$ cat src/rtl/shbus_pkg.sv
package shbus_pkg;
  typedef enum logic {
    LS_IDLE = 1'b0,
    LS_BUSY = 1'b1
  } lseq_e;
endpackage

$ cat src/rtl/shbus_refcnt.sv
module shbus_refcnt #(
  parameter int CW = 8
) (
  input  logic          clk,
  input  logic          rst,
  input  logic          inc,
  input  logic          dec,
  output logic [CW-1:0] cnt,
  output logic          zero,
  output logic          full
);
  localparam logic [CW-1:0] CMAX = '1;

  logic up, dn;
  assign zero = (cnt == '0);
  assign full = (cnt == CMAX);
  assign up   = inc & ~full;
  assign dn   = dec & ~zero;

  always_ff @(posedge clk) begin
    if (rst) begin
      cnt <= '0;
    end else begin
      case ({up, dn})
        2'b10:   cnt <= cnt + 1'b1;
        2'b01:   cnt <= cnt - 1'b1;
        default: cnt <= cnt;
      endcase
    end
  end

  // the count never wraps from the top
  p_no_wrap_top_r10: assert property (@(posedge clk) disable iff (rst)
    (cnt == CMAX && !dec) |=> (cnt == CMAX));
  // the count never wraps from the bottom
  p_no_wrap_bot_r8: assert property (@(posedge clk) disable iff (rst)
    (cnt == '0 && !inc) |=> (cnt == '0));
endmodule

$ cat src/rtl/shbus_lseq.sv
module shbus_lseq
  import shbus_pkg::*;
(
  input  logic clk,
  input  logic rst,
  input  logic launch,
  input  logic done,
  input  logic ok,
  output logic busy,
  output logic start,
  output logic fin,
  output logic pass
);
  lseq_e st;

  assign busy = (st == LS_BUSY);
  assign fin  = busy & done;
  assign pass = busy & done & ok;

  always_ff @(posedge clk) begin
    if (rst) begin
      st    <= LS_IDLE;
      start <= 1'b0;
    end else begin
      start <= 1'b0;
      case (st)
        LS_IDLE: if (launch) begin
          st    <= LS_BUSY;
          start <= 1'b1;
        end
        LS_BUSY: if (done) st <= LS_IDLE;
        default: st <= LS_IDLE;
      endcase
    end
  end

  // a new sequence is only launched from idle
  p_launch_idle_r4: assert property (@(posedge clk) disable iff (rst)
    launch |-> !busy);
  // the start strobe lasts one cycle
  p_start_pulse_r4: assert property (@(posedge clk) disable iff (rst)
    start |=> !start);
endmodule

$ cat src/rtl/shbus_arbiter.sv
module shbus_arbiter #(
  parameter int CW = 8
) (
  input  logic          clk,
  input  logic          rst,
  input  logic          loc_req,
  input  logic          loc_rel,
  input  logic          agt_req,
  input  logic          agt_rel,
  input  logic          agt_chk,
  input  logic          seq_done,
  input  logic          seq_ok,
  output logic          loc_ack,
  output logic          loc_ok,
  output logic          loc_stall,
  output logic          agt_ack,
  output logic          agt_ok,
  output logic          agt_stall,
  output logic          seq_start,
  output logic          seq_release,
  output logic          agt_held,
  output logic [CW-1:0] loc_count,
  output logic [CW-1:0] agt_count,
  output logic          udf_err,
  output logic          ovf_err,
  output logic          chk_err
);
  localparam logic [CW-1:0] ONE = CW'(1);

  logic loc_zero, loc_full, agt_zero, agt_full;
  logic lbusy, sq_fin, sq_pass;
  logic agt_try, loc_try, agt_go, loc_go;
  logic agt_inc, agt_ref, agt_dec;
  logic loc_launch, loc_dir, loc_ref, loc_inc, loc_dec;
  logic loc_ack_d, loc_ok_d, srel_d;

  always_comb begin
    agt_try    = agt_req & ~agt_ack;
    loc_try    = loc_req & ~loc_ack;
    agt_go     = agt_try & loc_zero & ~lbusy;
    agt_inc    = agt_go & ~agt_full;
    agt_ref    = agt_go & agt_full;
    loc_go     = loc_try & agt_zero & ~lbusy & ~agt_go;
    loc_launch = loc_go & loc_zero;
    loc_dir    = loc_go & ~loc_zero & ~loc_full;
    loc_ref    = loc_go & loc_full;
    loc_inc    = loc_dir | sq_pass;
    loc_dec    = loc_rel & ~loc_zero;
    agt_dec    = agt_rel & ~agt_zero;
    loc_ack_d  = (loc_go & ~loc_zero) | sq_fin;
    loc_ok_d   = loc_dir | sq_pass;
    srel_d     = (loc_dec & (loc_count == ONE) & ~loc_inc) | (sq_fin & ~sq_pass);
  end

  shbus_refcnt #(.CW(CW)) u_loc_cnt (
    .clk(clk), .rst(rst), .inc(loc_inc), .dec(loc_dec),
    .cnt(loc_count), .zero(loc_zero), .full(loc_full)
  );

  shbus_refcnt #(.CW(CW)) u_agt_cnt (
    .clk(clk), .rst(rst), .inc(agt_inc), .dec(agt_dec),
    .cnt(agt_count), .zero(agt_zero), .full(agt_full)
  );

  shbus_lseq u_lseq (
    .clk(clk), .rst(rst), .launch(loc_launch), .done(seq_done), .ok(seq_ok),
    .busy(lbusy), .start(seq_start), .fin(sq_fin), .pass(sq_pass)
  );

  assign agt_held = ~agt_zero;

  always_ff @(posedge clk) begin
    if (rst) begin
      loc_ack     <= 1'b0;
      loc_ok      <= 1'b0;
      loc_stall   <= 1'b0;
      agt_ack     <= 1'b0;
      agt_ok      <= 1'b0;
      agt_stall   <= 1'b0;
      seq_release <= 1'b0;
      udf_err     <= 1'b0;
      ovf_err     <= 1'b0;
      chk_err     <= 1'b0;
    end else begin
      loc_ack     <= loc_ack_d;
      loc_ok      <= loc_ok_d;
      loc_stall   <= loc_req & ~loc_ack & ~loc_ack_d;
      agt_ack     <= agt_go;
      agt_ok      <= agt_inc;
      agt_stall   <= agt_req & ~agt_ack & ~agt_go;
      seq_release <= srel_d;
      if ((loc_rel & loc_zero) | (agt_rel & agt_zero)) udf_err <= 1'b1;
      if (loc_ref | agt_ref)                           ovf_err <= 1'b1;
      if (agt_chk & agt_zero)                          chk_err <= 1'b1;
    end
  end

  // the two classes never hold grants together
  p_mutex_r3: assert property (@(posedge clk) disable iff (rst)
    !(loc_count != '0 && agt_count != '0));
  // same-cycle tie with both counts empty goes to the agent class
  p_tie_agent_r9: assert property (@(posedge clk) disable iff (rst)
    (agt_try && loc_try && loc_zero && agt_zero && !lbusy)
      |=> (agt_ack && !loc_ack && !seq_start));
  // the semaphore is released only with the local count empty
  p_release_empty_r6: assert property (@(posedge clk) disable iff (rst)
    seq_release |-> (loc_count == '0));
  // the underflow flag is sticky
  p_udf_sticky_r8: assert property (@(posedge clk) disable iff (rst)
    udf_err |=> udf_err);
  // the check flag rises only after an unheld agent-only operation
  p_chk_cause_r11: assert property (@(posedge clk) disable iff (rst)
    $rose(chk_err) |-> $past(agt_chk && agt_count == '0));
endmodule

$ cat config.mk
export PLATFORM = sky130hd
export DESIGN_NAME = shbus_arbiter
export DESIGN_NICKNAME = d
export VERILOG_FILES = /design/src/rtl/shbus_pkg.sv /design/src/rtl/shbus_refcnt.sv /design/src/rtl/shbus_lseq.sv /design/src/rtl/shbus_arbiter.sv
export SDC_FILE = /design/constraint.sdc
export NUM_CORES = 1
export LEC_CHECK = 0
export BUFFER_PORTS_ARGS = -buffer_cell sky130_fd_sc_hd__clkbuf_2
export CORE_ASPECT_RATIO = 1.4
export CORE_MARGIN = 2
export CORE_UTILIZATION = 53
export CTS_CLUSTER_DIAMETER = 100
export DETAILED_ROUTE_END_ITERATION = 16
export HOLD_SLACK_MARGIN = 0.02
export PLACE_DENSITY = 0.82
export SYNTH_ARGS = -nofsm -noshare
export SYNTH_HDL_FRONTEND = slang
export SYNTH_SLANG_ARGS = --single-unit
$ cat constraint.sdc
create_clock -name clk -period 4.3 [get_ports clk]
set_input_delay 0.43 -clock clk [delete_from_list [all_inputs] [get_ports clk]]
set_output_delay 0.43 -clock clk [all_outputs]
set_load 0.05 [all_outputs]
==> metrics.cfg <==
[sta]
setup_violations = 0
setup_tns_ps = 0
min_period_ps = 3670
slew_headroom_pct = 57.9
hold_viol = 0
worst_pin_slew_ps = 632
finalMaxSlewViolations = 0
fmax_ghz = 0.272
timing.final.crit_share_pct = 85.4
skew_ps = 4.09
rsz0062_at_grt = no

[route]
viasPerCell = 5.92
wl_per_cell_um = 14.1
drt_iter0_drc = 31
vias = 1568
met1Wirelength_um = 1550
wl_met2_um = 1960
wl_met3_um = 172
highest_layer = met4
routed_wl_um = 3740
drt-pass1-iter-count = 4
antenna_left = 0
drc = 0

[placed_design]
post-dp-hpwl_um = 2710
gp_congestion = 0.820
io_buffer_count = 36

[floorplan]
die_h_um = 70.1
io_pins = 37
dieArea_um2 = 3590
die_w_um = 51.2
initial_core_util_pct = 54.0
num_rows = 24
core-area_um2 = 3060

[min_path]
hold_end = chk_err$_SDFFE_PP0P_
hold_path_class = primary input to flop
min_from = agt_chk
whs_path_depth = 3

[synthesis]
ys_seq_elements = 28
yosysSeqAreaShare_pct = 33.9
async_flop_share_pct = 0
synth_area_um2 = 1660
synth-edff-count = 0
yosys_warnings = 0
synthesis.nets = 217
yosysUniqueCellTypes = 44
synthFlopType = dfxtp_1
avgSynthCellArea_um2 = 8.24
netlist_instances = 201

[critical_path]
path_class = flop to flop
cp-start-kind = flop
path_max_fanout = 7
r2r_slack_ps = 630
rr_startpoint = u_loc_cnt.cnt[0]$_SDFFE_PP0P_
startpoint = u_loc_cnt.cnt[0]$_SDFFE_PP0P_
worstPathRequired_ps = 4480
reg2reg_depth = 12
r2r-end = u_agt_cnt.cnt[6]$_SDFFE_PP0P_
crit_arrival_ps = 3850
end_kind = flop

[global_route]
grt_pass1_wl_um = 6080
grt_use_total_pct = 22.0
grt_max_degree = 35
grt_remaining_overflow = 0
antenna_found_initial = 0
first_global_vias = 1342

[final_layout]
antenna_cells = 0
nets = 243
fillers = 301
register_area_um2 = 561
syn_to_final_growth_pct = 14.4
multiInputGateArea_um2 = 1010
drive_gt1_share_pct = 21.2

[clocking]
numCtsBuffers = 3
postCtsSetupBuffers = 0
cts-root-to-sink-buffers = 2
holdBufCountCts = 0
clkLatencyLatePin_ps = 280
cts_root_buf = clkbuf_8
cts_resized = 0
cts.clk_slew.worst_paths_ps = 100
cts.sinks = 28
htree_num_levels = 1
cts_tree = built

[flow_run]
drv_cap = 0

[status]
outcome = finished clean

## routing by layer
layer | vias up | global-route usage (%)
li1 | 780 | -
met1 | 739 | 26.5
met2 | 44 | 37.5
met3 | 5 | 4.06
met4 | 0 | 9.36
met5 | - | 0
## kinds of logic (layout without fill, tap and decap cells)
logic type,Yosys count,count (layout),share of synthesized area [%]
XOR/XNOR,10,10,5.29
AO/OA/AOI/OAI,39,39,14.6
flip-flops,28,28,33.9
adder cells (fa/ha/maj),7,7,5.29
multiplexers,8,8,4.99
AND/OR/NAND/NOR,88,88,30.6
buffers and inverters,21,46,5.37
## area by class of cell
class | instances | share of cell area, %
clock buffers | 3 | 2.18
clock inverters | 1 | 1.59
inverters | 5 | 0.991
multi-input cells | 152 | 53.1
flip-flops and latches | 28 | 29.6
well taps | 39 | 2.58
repair buffers | 37 | 9.91
## cell usage after synthesis (all sizes together), types with 3 or more instances
| cell | instances | area [µm²] |
|---|---|---|
| dfxtp | 28 | 561 |
| a211oi | 3 | 22.5 |
| a21oi | 15 | 75.1 |
| inv | 5 | 18.8 |
| ha | 7 | 87.6 |
| clkbuf | 11 | 41.3 |
| buf | 5 | 28.8 |
| nor2 | 27 | 101 |
| nor3b | 3 | 22.5 |
| o21ai | 8 | 40.0 |
| nand4 | 7 | 43.8 |
| nor4 | 5 | 31.3 |
| or4 | 3 | 22.5 |
| nand4b | 3 | 26.3 |
| xnor2 | 3 | 26.3 |
| xor2 | 7 | 61.3 |
| nand2b | 5 | 31.3 |
| or3 | 6 | 47.5 |
| nor2b | 5 | 31.3 |
| nor3 | 4 | 20.0 |
| nand3 | 4 | 20.0 |
| nand2 | 7 | 26.3 |
| mux2i | 6 | 60.1 |
## per-stage QoR
stage	util (%)	setup WS [ps]	cells	hold WS (ps)	instance area, µm²
4_1_cts	61.8	625	265	367	1890
3_3_place_gp	59.5	717	261	448	1820
2_1_floorplan	-	255	201	571	1660
5_1_grt	61.8	394	265	385	1890
6_report	61.8	629	265	367	1890
3_5_place_dp	59.5	633	261	451	1820
## worst max-delay path by stage
stage,to,slack (ps)
2_1_floorplan,u_agt_cnt.cnt[6]$_SDFFE_PP0P_,260
3_3_place_gp,u_agt_cnt.cnt[6]$_SDFFE_PP0P_,720
3_5_place_dp,u_agt_cnt.cnt[6]$_SDFFE_PP0P_,630
4_1_cts,u_agt_cnt.cnt[6]$_SDFFE_PP0P_,630
5_1_grt,u_agt_cnt.cnt[6]$_SDFFE_PP0P_,390
6_report,u_agt_cnt.cnt[6]$_SDFFE_PP0P_,630
## layout by cell type (no fill, tap or decap), drive strengths merged, types with 2 or more instances in the layout
cell and count:
clkbuf 39, dfxtp 28, nor2 27, a21oi 15
o21ai 8, xor2 7, nand4 7, nand2 7
ha 7, mux2i 6, or3 6, nor4 5
inv 5, nand2b 5, nor2b 5, nand3 4
nor3 4, nor3b 3, nand4b 3, xnor2 3
a211oi 3, or4 3, and2 2, a31oi 2
o22ai 2, o31ai 2, mux2 2, a2111oi 2
or4b 2
## sequential cells by signal, indices dropped and copies added, names as in the netlist
name,flops
u_agt_cnt.cnt,8
u_loc_cnt.cnt,8
agt_ack,1
agt_ok,1
agt_stall,1
chk_err,1
loc_ack,1
loc_ok,1
loc_stall,1
ovf_err,1
seq_release,1
u_lseq.busy,1
u_lseq.start,1
udf_err,1
## worst max-delay path, cell delays in order, from the launching register on
cell     delay (ps)
dfxtp_1         390
inv_1            80
ha_1            190
or4b_4          490
or3_4           400
or3_4           420
ha_1            240
xor2_1          150
ha_1            230
nor4_1          170
nor3_1          120
o41ai_1         340
mux2_2          370
Power is not shown: default switching activity piles up to over one toggle a cycle in this logic, so the estimate is an artifact.
